## src/rtl/eeprom_guard_pkg.sv

```systemverilog
package eeprom_guard_pkg;
  typedef enum logic [1:0] {
    OP_READ  = 2'd0,
    OP_ERASE = 2'd1,
    OP_PROG  = 2'd2,
    OP_RSVD  = 2'd3
  } op_e;

  typedef struct packed {
    logic sec;
    logic prot;
  } opt_t;
endpackage

```

## src/rtl/eeprom_opt_regs.sv

```systemverilog
module eeprom_opt_regs
  import eeprom_guard_pkg::*;
(
  input  logic clk_i,
  input  logic rst_ni,
  input  logic ext_rst_i,
  input  logic opt_we_i,
  input  opt_t opt_wdata_i,
  input  logic latch_i,
  input  logic selfchk_i,
  output logic prot_eff_o,
  output logic sec_eff_o,
  output logic erase_all_o
);
  logic prot_nv_q, sec_nv_q, prot_eff_q, sec_eff_q, erase_all_q;

  always_ff @(posedge clk_i or negedge rst_ni) begin
    if (!rst_ni) begin
      prot_nv_q <= 1'b1;
      sec_nv_q  <= 1'b1;
    end else begin
      if (opt_we_i) begin
        if (opt_wdata_i.prot) prot_nv_q <= 1'b1;
        else if (latch_i)     prot_nv_q <= 1'b0;
        if (!opt_wdata_i.sec) sec_nv_q  <= 1'b0;
      end
      if (selfchk_i) sec_nv_q <= 1'b1;
    end
  end

  // effective copies load only at reset
  always_ff @(posedge clk_i or negedge rst_ni) begin
    if (!rst_ni) begin
      prot_eff_q <= 1'b1;
      sec_eff_q  <= 1'b1;
    end else if (ext_rst_i) begin
      prot_eff_q <= prot_nv_q;
      sec_eff_q  <= sec_nv_q;
    end
  end

  always_ff @(posedge clk_i or negedge rst_ni) begin
    if (!rst_ni) erase_all_q <= 1'b0;
    else         erase_all_q <= selfchk_i;
  end

  assign prot_eff_o  = prot_eff_q;
  assign sec_eff_o   = sec_eff_q;
  assign erase_all_o = erase_all_q;

  AST_EFF_ONLY_AT_RESET: assert property (@(posedge clk_i) disable iff (!rst_ni)
    !$stable(prot_eff_q) |-> $past(ext_rst_i));
  AST_PROT_CLR_NEEDS_LATCH: assert property (@(posedge clk_i) disable iff (!rst_ni)
    $fell(prot_nv_q) |-> $past(latch_i));
  AST_SEC_SET_BY_SELFCHK: assert property (@(posedge clk_i) disable iff (!rst_ni)
    $rose(sec_nv_q) |-> $past(selfchk_i));
endmodule

```

## src/rtl/eeprom_req_screen.sv

```systemverilog
module eeprom_req_screen
  import eeprom_guard_pkg::*;
#(
  parameter int ADDR_W  = 9,
  parameter int BASE    = 256,
  parameter int SIZE    = 256,
  parameter int OPEN_SZ = 32
) (
  input  logic              clk_i,
  input  logic              rst_ni,
  input  logic              ext_rst_i,
  input  logic              req_valid_i,
  input  logic [ADDR_W-1:0] req_addr_i,
  input  logic [1:0]        req_op_i,
  input  logic              latch_i,
  input  logic              prot_eff_i,
  input  logic              stop_i,
  input  logic              busy_i,
  output logic              acc_wr_o,
  output logic              resp_valid_o,
  output logic              resp_ok_o,
  output logic              rej_flag_o
);
  localparam logic [ADDR_W:0] LO_A   = (ADDR_W+1)'(BASE);
  localparam logic [ADDR_W:0] HI_A   = (ADDR_W+1)'(BASE + SIZE);
  localparam logic [ADDR_W:0] LOCK_A = (ADDR_W+1)'(BASE + OPEN_SZ);

  logic [ADDR_W:0] addr_x;
  logic in_range, in_lock, is_wr, ok_c, take;
  logic vld_q, ok_q, rej_q;
  op_e  op;

  assign addr_x   = {1'b0, req_addr_i};
  assign op       = op_e'(req_op_i);
  assign in_range = (addr_x >= LO_A) && (addr_x < HI_A);
  assign in_lock  = addr_x >= LOCK_A;
  assign is_wr    = (op == OP_ERASE) || (op == OP_PROG);
  assign take     = req_valid_i && !ext_rst_i;

  always_comb begin
    ok_c = 1'b0;
    unique case (op)
      OP_READ:           ok_c = in_range;
      OP_ERASE, OP_PROG: ok_c = in_range && latch_i && !stop_i && !busy_i &&
                                !(prot_eff_i && in_lock);
      default:           ok_c = 1'b0;
    endcase
  end

  assign acc_wr_o = take && ok_c && is_wr;

  always_ff @(posedge clk_i or negedge rst_ni) begin
    if (!rst_ni) begin
      vld_q <= 1'b0;
      ok_q  <= 1'b0;
      rej_q <= 1'b0;
    end else if (ext_rst_i) begin
      vld_q <= 1'b0;
      ok_q  <= 1'b0;
      rej_q <= 1'b0;
    end else begin
      vld_q <= req_valid_i;
      ok_q  <= req_valid_i && ok_c;
      if (req_valid_i) rej_q <= !ok_c;
    end
  end

  assign resp_valid_o = vld_q;
  assign resp_ok_o    = ok_q;
  assign rej_flag_o   = rej_q;

  AST_UPPER_LOCKED: assert property (@(posedge clk_i) disable iff (!rst_ni)
    take && prot_eff_i && is_wr && in_lock |=> resp_valid_o && !resp_ok_o);
  AST_STOP_REJECTS_WR: assert property (@(posedge clk_i) disable iff (!rst_ni)
    take && stop_i && is_wr |=> !resp_ok_o);
  AST_RESP_FOLLOWS_REQ: assert property (@(posedge clk_i) disable iff (!rst_ni)
    take |=> resp_valid_o);
endmodule

```

## src/rtl/eeprom_pump_ctrl.sv

```systemverilog
module eeprom_pump_ctrl (
  input  logic clk_i,
  input  logic rst_ni,
  input  logic ext_rst_i,
  input  logic acc_wr_i,
  input  logic op_done_i,
  input  logic stop_i,
  input  logic wait_i,
  input  logic rc_sel_i,
  output logic busy_o,
  output logic pump_en_o,
  output logic pump_clk_sel_o
);
  logic busy_q, sel_q;

  // STOP forces read mode; WAIT deliberately not decoded
  always_ff @(posedge clk_i or negedge rst_ni) begin
    if (!rst_ni)                           busy_q <= 1'b0;
    else if (ext_rst_i || stop_i || op_done_i) busy_q <= 1'b0;
    else if (acc_wr_i)                     busy_q <= 1'b1;
  end

  always_ff @(posedge clk_i or negedge rst_ni) begin
    if (!rst_ni) sel_q <= 1'b0;
    else         sel_q <= rc_sel_i;
  end

  assign busy_o         = busy_q;
  assign pump_en_o      = busy_q;
  assign pump_clk_sel_o = sel_q;

  AST_STOP_DROPS_PUMP: assert property (@(posedge clk_i) disable iff (!rst_ni)
    stop_i |=> !pump_en_o);
  AST_PUMP_NEEDS_ACCEPT: assert property (@(posedge clk_i) disable iff (!rst_ni)
    $rose(pump_en_o) |-> $past(acc_wr_i));
  AST_WAIT_KEEPS_PUMP: assert property (@(posedge clk_i) disable iff (!rst_ni)
    pump_en_o && wait_i && !stop_i && !op_done_i && !ext_rst_i |=> pump_en_o);
endmodule

```

## src/rtl/eeprom_guard.sv

```systemverilog
module eeprom_guard
  import eeprom_guard_pkg::*;
#(
  parameter int ADDR_W  = 9,
  parameter int BASE    = 256,
  parameter int SIZE    = 256,
  parameter int OPEN_SZ = 32
) (
  input  logic              clk_i,
  input  logic              rst_ni,
  input  logic              ext_rst_i,
  input  logic              opt_we_i,
  input  logic [1:0]        opt_wdata_i,
  input  logic              latch_i,
  input  logic              req_valid_i,
  input  logic [ADDR_W-1:0] req_addr_i,
  input  logic [1:0]        req_op_i,
  input  logic              op_done_i,
  input  logic              stop_i,
  input  logic              wait_i,
  input  logic              rc_sel_i,
  input  logic              test_req_i,
  input  logic              selfchk_i,
  output logic              resp_valid_o,
  output logic              resp_ok_o,
  output logic              rej_flag_o,
  output logic              pump_en_o,
  output logic              pump_clk_sel_o,
  output logic              test_ok_o,
  output logic              erase_all_o
);
  logic prot_eff, sec_eff, busy, acc_wr, test_ok_q;

  eeprom_opt_regs u_opt (
    .clk_i, .rst_ni, .ext_rst_i, .opt_we_i,
    .opt_wdata_i (opt_t'(opt_wdata_i)),
    .latch_i, .selfchk_i,
    .prot_eff_o  (prot_eff),
    .sec_eff_o   (sec_eff),
    .erase_all_o
  );

  eeprom_req_screen #(
    .ADDR_W(ADDR_W), .BASE(BASE), .SIZE(SIZE), .OPEN_SZ(OPEN_SZ)
  ) u_screen (
    .clk_i, .rst_ni, .ext_rst_i, .req_valid_i, .req_addr_i, .req_op_i,
    .latch_i,
    .prot_eff_i (prot_eff),
    .stop_i,
    .busy_i     (busy),
    .acc_wr_o   (acc_wr),
    .resp_valid_o, .resp_ok_o, .rej_flag_o
  );

  eeprom_pump_ctrl u_pump (
    .clk_i, .rst_ni, .ext_rst_i,
    .acc_wr_i (acc_wr),
    .op_done_i, .stop_i, .wait_i, .rc_sel_i,
    .busy_o   (busy),
    .pump_en_o, .pump_clk_sel_o
  );

  always_ff @(posedge clk_i or negedge rst_ni) begin
    if (!rst_ni)        test_ok_q <= 1'b0;
    else if (ext_rst_i) test_ok_q <= 1'b0;
    else                test_ok_q <= test_req_i && sec_eff;
  end
  assign test_ok_o = test_ok_q;

  AST_SEC_BLOCKS_TEST: assert property (@(posedge clk_i) disable iff (!rst_ni)
    !sec_eff && !ext_rst_i |=> !test_ok_o);
endmodule

```

## config.mk

```make
export PLATFORM = sky130hd
export DESIGN_NAME = eeprom_guard
export DESIGN_NICKNAME = d
export VERILOG_FILES = /design/src/rtl/eeprom_guard_pkg.sv /design/src/rtl/eeprom_opt_regs.sv /design/src/rtl/eeprom_req_screen.sv /design/src/rtl/eeprom_pump_ctrl.sv /design/src/rtl/eeprom_guard.sv
export SDC_FILE = /design/constraint.sdc
export NUM_CORES = 1
export LEC_CHECK = 0
export BUFFER_PORTS_ARGS = -buffer_cell sky130_fd_sc_hd__buf_2
export CORE_AREA = 3 3 40 42
export CTS_CLUSTER_SIZE = 10
export DETAILED_ROUTE_END_ITERATION = 6
export DIE_AREA = 0 0 43 45
export PLACE_DENSITY = 0.66
export SLEW_MARGIN = 20
export SYNTH_ARGS = -nofsm -noshare
export SYNTH_HDL_FRONTEND = slang
export SYNTH_SLANG_ARGS = --single-unit
```

## constraint.sdc

```tcl
create_clock -name clk_i -period 2.1 [get_ports clk_i]
set_input_delay 0.21 -clock clk_i [delete_from_list [all_inputs] [get_ports clk_i]]
set_output_delay 0.21 -clock clk_i [all_outputs]
set_load 0.005 [all_outputs]
```

=== Word-level counts from Yosys, hierarchy flattened ===
Index checks and enable logic that the tools add are counted.

* Flip-flop bits (word level): 11
* Input port bits: 25
* Output and inout bits: 7
* Word-level logic and storage cells: 57

* $lt $le $gt $ge: 3
* Equal/unequal tests: 3
* Muxes and demuxes: 13
* Reductions and logical operators: 27

{| class="wikitable"
|+ Operators with widths
! cell !! count
|-
| greater-or-equal comparator 9 bit (second input constant) || 2
|-
| 2-to-1 mux 1 bit || 12
|-
| logical AND 1 bit || 11
|-
| less-than comparator 9 x 10 -> 1 bit (second input constant) || 1
|-
| nonzero test 2 bit || 4
|-
| logical NOT 1 bit || 5
|-
| AND reduction 2 bit || 2
|-
| logical OR 1 bit || 3
|-
| == test 2 x 1 -> 1 bit (second input constant) || 1
|-
| == test 2 bit (second input constant) || 1
|-
| logical NOT 2 bit || 1
|-
| != test 2 x 1 -> 1 bit (second input constant) || 1
|-
| one-hot mux 1 bit (2 select lines) || 1
|-
| OR reduction 2 bit || 1
|}

=== Depth between registers and ports, before layout ===
Gate-level depths: netlist of the first run.

* Depth in word-level cells: 11
* Gate-level depth with buffers: 5

=== Modules after synthesis ===
From an unflattened synthesis of the first run, not the netlist that was laid out.

* Cell total of the unflattened synthesis: 35
* Area total of the unflattened synthesis: 475.5 µm²

{| class="wikitable"
|+ Modules (own cells, without submodules)
! module !! instances !! cells an instance !! area an instance (µm²)
|-
| eeprom_req_screen || 1 || 17 || 188.9
|-
| eeprom_opt_regs || 1 || 11 || 178.9
|-
| eeprom_pump_ctrl || 1 || 5 || 73.8
|-
| eeprom_guard || 1 || 2 || 33.8
|}

=== Worst setup path before layout of the first run ===
Ideal clock, no wire load.

* Path kind: input -> register
* From: in req_op_i[0]
* To: reg u_screen.rej_q (netlist: u_screen.rej_flag_o)
* Arrival time: 1.084 ns
* Path slack: 0.930 ns
* Cell stages on the path: 5
* Buffers on the path: 0
* Cell sequence: inv_1 > ha_1 > and4bb_1 > o22a_1 > a211oi_2

* Cells in the longest elaborated chain, start to end: 6
* Elaborated cells between the ends (all ways): 8
* Those cells by class: 2 x eq/ne; 3 x mux; 3 x reduce/logical

{| class="wikitable"
|+ Ends and longest elaborated chain
! element !! RTL line !! text
|-
| from (decl) || eeprom_guard.sv:17 || <nowiki>input logic [1:0] req_op_i,</nowiki>
|-
| == test 2 bit / == test 2 x 1 -> 1 bit (equally long branches) || eeprom_req_screen.sv:42 || <nowiki>unique case (op)</nowiki>
|-
| OR reduction 2 bit || eeprom_req_screen.sv:42 ||
|-
| one-hot mux 1 bit (2 select lines) (*) || eeprom_req_screen.sv:42 ||
|-
| logical NOT 1 bit (*) || eeprom_req_screen.sv:64 || <nowiki>if (req_valid_i) rej_q <= !ok_c;</nowiki>
|-
| 2-to-1 mux 1 bit (*) || eeprom_req_screen.sv:64 ||
|-
| 2-to-1 mux 1 bit (*) || eeprom_req_screen.sv:57 || <nowiki>end else if (ext_rst_i) begin</nowiki>
|-
| to (signal assigned) || eeprom_req_screen.sv:64 ||
|-
| to (decl) || eeprom_req_screen.sv:30 || <nowiki>logic vld_q, ok_q, rej_q;</nowiki>
|}

Every way passes the cells marked *; elsewhere a longest branch is shown, timed or not. The select of a mux whose other input is x is not followed.
A chain may end at the register's enable or synchronous reset.

=== Worst setup path after layout of the first run ===
* From: reg u_opt.prot_eff_q (netlist: u_opt.prot_eff_o)
* To: reg u_screen.rej_q (netlist: u_screen.rej_flag_o)

* Cells in the longest elaborated chain, start to end: 7

{| class="wikitable"
|+ Ends and longest elaborated chain
! element !! RTL line !! text
|-
| from (decl) || eeprom_opt_regs.sv:15 || <nowiki>logic prot_nv_q, sec_nv_q, prot_eff_q, sec_eff_q, erase_all_q;</nowiki>
|-
| from (signal assigned) || eeprom_opt_regs.sv:37 || <nowiki>prot_eff_q <= prot_nv_q;</nowiki>
|-
| logical AND 1 bit || eeprom_req_screen.sv:45 || <nowiki>!(prot_eff_i && in_lock);</nowiki>
|-
| logical NOT 1 bit || eeprom_req_screen.sv:45 ||
|-
| logical AND 1 bit || eeprom_req_screen.sv:44 || <nowiki>OP_ERASE, OP_PROG: ok_c = in_range && latch_i && !stop_i && !busy_i &&</nowiki>
|-
| one-hot mux 1 bit (2 select lines) || eeprom_req_screen.sv:42 ||
|-
| logical NOT 1 bit || eeprom_req_screen.sv:64 ||
|-
| 2-to-1 mux 1 bit || eeprom_req_screen.sv:64 ||
|-
| 2-to-1 mux 1 bit || eeprom_req_screen.sv:57 ||
|}

Every way passes these cells. The select of a mux whose other input is x is not followed.

==> summary.txt, run 1 <==
Critical path
  • Flop2flop setup slack: 0.98 ns
  • CP required: 2.27 ns
  • R2R depth: 3
  • Startpoint Class: flip-flop
  • RR Startpoint: u_opt.prot_eff_o
  • Reg2Reg Capture Point: u_screen.rej_flag_o
  • Setup Crit Path Kind: reg2reg
  • Largest fanout on the critical path: 2
  • CP arrival: 1.29 ns
  • Kind of end point of the critical path: flip-flop

Clocking
  • Clock Tree Buf Depth: 2
  • Post-CTS setup buffer count: 0
  • CTS tree: built
  • Worst-Skew Late Latency: 0.25 ns
  • CTS clk-pin slew, worst paths: 0.06 ns
  • CTS Hold Bufs: 1
  • Clock Sinks: 11
  • Total CTS buffers: 3
  • H-tree Lvls: 1
  • CTS Root Cell: clkbuf_4
  • Post_cts resized: 0

Detailed routing
  • Detailed-route wire length per cell: 11.1 um
  • Routed Antenna Nets: 0
  • First-pass DRT Iterations: 4
  • Post-Route WL: 899 um
  • Post-route DRC: 0
  • Via count: 372
  • DR iter-0 viols: 2
  • Vias/cell: 4.59

Cells and area
  • Share of layout cells above drive strength 1: 0.530
  • Multi-input logic area: 179 sq um
  • ANT cells: 0
  • Layout Cells excl Fill: 81
  • Most frequent cells in the layout: buf_2 (25), dfrtp_1 (7), dfstp_2 (4)
  • Total Nets Final: 94
  • Most common library cell in the layout ignoring fill and taps: buf_2
  • FF+latch area: 280 sq um
  • Fin util: 0.503
  • Area grow syn2layout: 38.6%
  • Fillers: 126

Die
  • Die height: 45 um
  • Die Span X: 43 um
  • Die area: 0.00194 sq mm
  • Initial Utilization: 0.363
  • Core area: 0.00128 sq mm
  • # IOs: 32
  • Row cnt: 13

STA
  • Setup ws final: 0.979 ns
  • Clk_skew: 0.00140 ns
  • RSZ-0062 raised after global routing: false
  • Slew HR: 0.837
  • Fin crit share: 0.534
  • Final setup viols: 0
  • Period minus WS final: 1.12 ns
  • Max-slew violations: 0
  • Fmax: 0.892 GHz
  • Setup TNS: 0 ns
  • Worst slew pin tran: 0.244 ns
  • Fin. Hold Viols: 0

Yosys
  • Main combinational cell family by area after synthesis: simple AND/OR/NAND/NOR gates
  • Synth Area in Compound Gates: 0.105
  • Sequential share of the synthesized area: 0.601
  • Synth Net Count: 63
  • Synth Area in XOR/XNOR: 0
  • Mux share of post-synthesis cell area: 0.0483
  • Seq cells post-synth: 11
  • Adder-cell share of the synthesized area: 0.0536
  • Mapped Area: 467 sq um
  • Yosys cell types: 20
  • Syn Area/Cell: 13.0 sq um
  • Post-Synth Simple-Gate Area: 0.177
  • Mapped Cells: 36
  • Synth warnings: 0

Global route
  • Gr ovfl total: 0
  • Vias in the first global route: 367
  • Total global-route track usage: 0.102
  • First-pass GRT wire length: 1470 um
  • Largest net degree at the start of global routing: 12
  • Initial antenna violation count: 0

Min path
  • Hold path startpoint: rc_sel_i
  • WHS Endpoint: u_pump.pump_clk_sel_o
  • Hold Path Class: in2reg
  • Hold depth: 1

Placement
  • # port buffers: 25
  • Place WS: 0.770 ns
  • Placed cell count: 76
  • GPL Wtd Cong: 0.779

Power and ir drop
  • Power Density: 670 mW/mm^2
  • Lkg Pwr: 0.341 nW
  • Max IR drop VDD: 0.280 mV
  • Tot Pwr: 0.433 mW

Run status
  • Status: finished clean

Job
  • Max_cap viols: 0
[worst max-delay path by stage]
stage	end	slack [ns]	startpoint
2_1_floorplan	u_screen.rej_flag_o	0.93	req_op_i[0]
3_3_place_gp	u_screen.rej_flag_o	0.79	req_op_i[0]
3_5_place_dp	u_screen.rej_flag_o	0.77	req_op_i[0]
4_1_cts	u_screen.rej_flag_o	0.98	u_opt.prot_eff_o
5_1_grt	u_screen.rej_flag_o	0.94	u_opt.prot_eff_o
6_report	u_screen.rej_flag_o	0.98	u_opt.prot_eff_o
[state kept, by name, indices dropped and copies added (netlist names)]
name                   cells
test_ok_o                  1
u_screen.resp_valid_o      1
u_pump.pump_clk_sel_o      1
u_screen.resp_ok_o         1
u_pump.busy_o              1
u_screen.rej_flag_o        1
u_opt.prot_nv_q            1
u_opt.erase_all_o          1
u_opt.sec_nv_q             1
u_opt.sec_eff_o            1
u_opt.prot_eff_o           1
[power breakdown]
group	switching (mW)	internal, mW	total (mW)
Combinational	0.0276	0.0344	0.0620
Clock	0.0598	0.0732	0.133
Sequential	0.00570	0.233	0.238
[routing by layer]
| metal | wire length [um] | GRT usage | vias to the layer above |
|---|---|---|---|
| li1 | - | - | 187 |
| met1 | 382 | 0.134 | 169 |
| met2 | 435 | 0.147 | 16 |
| met3 | 82 | 0.0398 | 0 |
| met4 | 0 | 0.0542 | 0 |
| met5 | 0 | 0 | - |
[Yosys cell counts]
cell | count | area [sq um]
nor3b_1 | 1 | 7.51
inv_1 | 2 | 7.51
nand3_1 | 1 | 5.00
nor3_1 | 2 | 10.0
a211oi_2 | 1 | 12.5
a22o_1 | 1 | 8.76
nand2b_1 | 2 | 12.5
o21ai_0 | 1 | 5.00
and3b_1 | 2 | 17.5
dfstp_2 | 4 | 105
ha_1 | 2 | 25.0
nor2b_1 | 1 | 6.26
mux2_2 | 2 | 22.5
and4bb_1 | 1 | 12.5
o22a_1 | 1 | 8.76
nand2_1 | 2 | 7.51
dfrtp_1 | 7 | 175
o22ai_1 | 1 | 6.26
nor2_1 | 1 | 3.75
a21o_1 | 1 | 7.51
[logic make-up (layout without fill, tap and decap cells)]
kind of cell    count (synthesis)  count (layout)
compound gates                  6               6
fa+ha+maj                       2               2
buf+inv                         2              32
flops                          11              11
mux                             2               2
simple gates                   13              13
[layout make-up]
cell class | instances | area share
multi-input combinational | 23 | 0.277
timing repair buffer | 26 | 0.209
sequential | 11 | 0.433
tap | 15 | 0.0290
clock buffer | 4 | 0.0406
inverter | 2 | 0.0116
[critical path, stage by stage (launching register included)]
cell,delay (ns)
dfstp_2,0.53
nand2b_1,0.07
o22a_1,0.23
a211oi_2,0.22
[per-stage QoR]
step | cell area [sq um] | hold WS (ns)
global placement | 611 | 0.0849
CTS | 647 | 0.0655
floorplan | 467 | -0.0856
global route | 647 | 0.0431
finish | 647 | 0.0703
detailed placement | 611 | 0.0905
(Power assumes the default switching activity.)
==> inputs of run 2 (changes only) <==
- ABC_AREA: unset -> 1
- CORE_AREA: 3 3 40 42 -> unset
- CORE_MARGIN: unset -> 3
- CORE_UTILIZATION: unset -> 36
- DIE_AREA: 0 0 43 45 -> unset
- PLACE_DENSITY: 0.66 -> 0.67
- clock period: 2.1 -> 1 ns (I/O delays scaled with it)
==> run 2 against run 1 <==
The run now ends with setup timing left. Synthesized area up 14%. Hold slack worse by 0.027 ns. Via count rose by 23%. Cell area grew 16%. Total power increased by 120%. Clock power increased by 130%. Register-to-register slack worse by 1.0 ns. Die area rose by 2.2%.
==> summary.txt, run 2 <==
Cells and area
  • Total Nets Final: 120 (was 94)
  • Most common library cell in the layout ignoring fill and taps: buf_2 (unchanged)
  • FF+latch area: 280 sq um (unchanged)
  • Fillers: 125 (was 126)
  • Multi-input logic area: 196 sq um (was 179 sq um)
  • Area grow syn2layout: 41.1% (was 38.6%)
  • Layout Cells excl Fill: 107 (was 81)
  • Design area: 752 sq um (was 647 sq um)
  • Most frequent cells in the layout: buf_2 (25), nand2_1 (15), inv_1 (7), dfrtp_1 (7), nor2_1 (6) (was buf_2 (25), dfrtp_1 (7), dfstp_2 (4))
  • ANT cells: 0 (unchanged)
  • Share of layout cells above drive strength 1: 0.533 (was 0.530)

STA
  • Final setup viols: 3 (was 0)
  • Worst slew pin tran: 0.240 ns (was 0.244 ns)
  • RSZ-0062 raised after global routing: true (was false)
  • Period minus WS final: 1.05 ns (was 1.12 ns)
  • Setup ws final: -0.0456 ns (was 0.979 ns)
  • Fin Hold WS: 0.0428 ns (was 0.0703 ns)
  • Max-slew violations: 0 (unchanged)
  • Fin. Hold Viols: 0 (unchanged)
  • Fin crit share: 1.05 (was 0.534)
  • Slew HR: 0.840 (was 0.837)
  • Setup TNS: -0.0718 ns (was 0 ns)
  • Clk_skew: 0.000454 ns (was 0.00140 ns)
  • Fmax: 0.956 GHz (was 0.892 GHz)

Power and ir drop
  • Lkg Pwr: 0.436 nW (was 0.341 nW)
  • Tot Pwr: 0.967 mW (was 0.433 mW)
  • Power Density: 1290 mW/mm^2 (was 670 mW/mm^2)
  • Max IR drop VDD: 0.627 mV (was 0.280 mV)

Detailed routing
  • First-pass DRT Iterations: 2 (was 4)
  • Via count: 459 (was 372)
  • Post-Route WL: 1000 um (was 899 um)
  • Detailed-route wire length per cell: 9.38 um (was 11.1 um)
  • Post-route DRC: 0 (unchanged)
  • DR iter-0 viols: 8 (was 2)
  • Vias/cell: 4.29 (was 4.59)
  • Routed Antenna Nets: 0 (unchanged)

Yosys
  • Sequential share of the synthesized area: 0.526 (was 0.601)
  • Mapped Area: 533 sq um (was 467 sq um)
  • Mapped Cells: 57 (was 36)
  • Yosys cell types: 17 (was 20)
  • Synth warnings: 0 (unchanged)
  • Synth top area share: 0.329 (was 0.375)
  • Post-synth top cells: nand2_1 (15), dfrtp_1 (7), inv_1 (7) (was dfrtp_1 (7), dfstp_2 (4))
  • Syn Area/Cell: 9.35 sq um (was 13.0 sq um)
  • Top cells by area, synth: dfrtp_1 (33%), dfstp_2 (20%), nand2_1 (11%), inv_1 (4.9%), ha_1 (4.7%) (was dfrtp_1 (38%), dfstp_2 (23%), ha_1 (5.4%), mux2_2 (4.8%), and3b_1 (3.8%))
  • Seq cells post-synth: 11 (unchanged)
  • Count leader, synth: nand2_1 (was dfrtp_1)
  • Ys async rst share: 1.00 (unchanged)
  • Area leader, netlist: dfrtp_1 (unchanged)
  • Synth Net Count: 84 (was 63)
  • Post-synth top flop: dfrtp_1 (unchanged)
  • Number of synthesized flops with an enable pin: 0 (unchanged)

Die
  • Die Span X: 44.5 um (was 43 um)
  • Row cnt: 13 (unchanged)
  • Die height: 44.5 um (was 45 um)
  • Die area: 0.00198 sq mm (was 0.00194 sq mm)
  • # IOs: 32 (unchanged)
  • Initial Utilization: 0.395 (was 0.363)
  • Core area: 0.00135 sq mm (was 0.00128 sq mm)

Critical path
  • Kind of end point of the critical path: flip-flop (unchanged)
  • CP required: 1.16 ns (was 2.27 ns)
  • CP arrival: 1.21 ns (was 1.29 ns)
  • Largest fanout on the critical path: 2 (unchanged)
  • Setup Crit Path Kind: reg2reg (unchanged)
  • Flop2flop setup slack: -0.05 ns (was 0.98 ns)
  • Startpoint Class: flip-flop (unchanged)

Min path
  • Hold Path Class: in2reg (unchanged)

Clocking
  • CTS Root Cell: clkbuf_4 (unchanged)
  • CTS clk-pin slew, worst paths: 0.07 ns (was 0.06 ns)
  • Total CTS buffers: 3 (unchanged)
  • Worst-Skew Late Latency: 0.27 ns (was 0.25 ns)
  • Clock Tree Buf Depth: 2 (unchanged)
  • H-tree Lvls: 1 (unchanged)
  • Post_cts resized: 0 (unchanged)
  • CTS tree: built (unchanged)
  • Clock Sinks: 11 (unchanged)

Run status
  • Failing checks: setup timing
  • Status: finished, violations left (was finished clean)

Placement
  • # port buffers: 25 (unchanged)
  • Placed cell count: 99 (was 76)
  • Post-DP HPWL: 794 um
  • GPL Wtd Cong: 0.675 (was 0.779)
  • Placed cell area: 688 sq um (was 611 sq um)

Global route
  • Gr ovfl total: 0 (unchanged)
  • Initial antenna violation count: 0 (unchanged)
  • First-pass GRT wire length: 1680 um (was 1470 um)
  • Vias in the first global route: 455 (was 367)
  • Total global-route track usage: 0.121 (was 0.102)
  • Largest net degree at the start of global routing: 12 (unchanged)

Job
  • Max_cap viols: 0 (unchanged)
==> run 2: changes by cell type after synthesis, moves of 2 or more <==
cell,delta
nand2_1,+13
inv_1,+5
inv_2,+5
nor2_1,+5
and3b_1,-2
mux2_2,-2
nand2_2,+2
nand2b_1,-2
nor3_1,-2
==> run 2: area by class of cell <==
type | count | share of cell area
Timing Repair Buffer | 32 | 0.246
Inverter | 12 | 0.0599
Multi-Input combinational cell | 33 | 0.261
Tap cell | 15 | 0.0250
Clock buffer | 4 | 0.0349
Sequential cell | 11 | 0.373
==> run 2: power by group <==
part / internal, mW / total (mW) / switching, mW
Clock: 0.154 / 0.307 / 0.153
Sequential: 0.486 / 0.497 / 0.0119
Combinational: 0.0818 / 0.163 / 0.0810
==> run 2: final timing paths <==
path | from | to | cells after the start
min reg2reg | u_opt.sec_eff_o | u_opt.sec_eff_o | 2
max reg2reg | u_pump.busy_o | u_screen.rej_flag_o | 8
min | opt_wdata_i[1] | u_opt.sec_nv_q | 3
min in group asynchronous | rst_ni | u_screen.resp_valid_o | 2
max | u_pump.busy_o | u_screen.rej_flag_o | 8
max in group asynchronous | rst_ni | u_opt.sec_nv_q | 2
==> run 2: layer usage <==
metal,track usage,wire (um),vias up
met2,0.201,515,13
met3,0.0244,39,2
met5,0,0,-
met1,0.126,429,206
met4,0.108,19,0
li1,-,-,238
==> run 2: critical path, cell delays in order, from the launching register on <==
cell and delay, ns:
dfrtp_1 0.39, inv_2 0.06, nand2_1 0.05, nor2_1 0.08, nand2_1 0.07, nand2_2 0.07, nand2_2 0.07, o21ai_2 0.11
inv_1 0.04
==> run 2: repair_timing <==
item / in CTS / in global routing
hold buffers: 3 / 0
endpoints found under the hold margin: 13 / 0
pin swaps: 0 / 1
buffers inserted: 0 / 1
setup endpoints to repair: 1 / 3
==> run 2: kinds of logic after synthesis <==
logic type / count (synthesis) / share of synthesized area
flops: 11 / 0.526
compound gates: 4 / 0.0587
buf+inv: 13 / 0.106
simple gates: 27 / 0.263
fa+ha+maj: 2 / 0.0469
==> run 2: metrics by stage <==
step,util,setup slack (ns)
after floorplan,-,0.00839
after global placement,0.510,-0.0973
after detailed placement,0.510,-0.140
after CTS,0.551,-0.0542
after global routing,0.557,-0.123
final,0.557,-0.0456
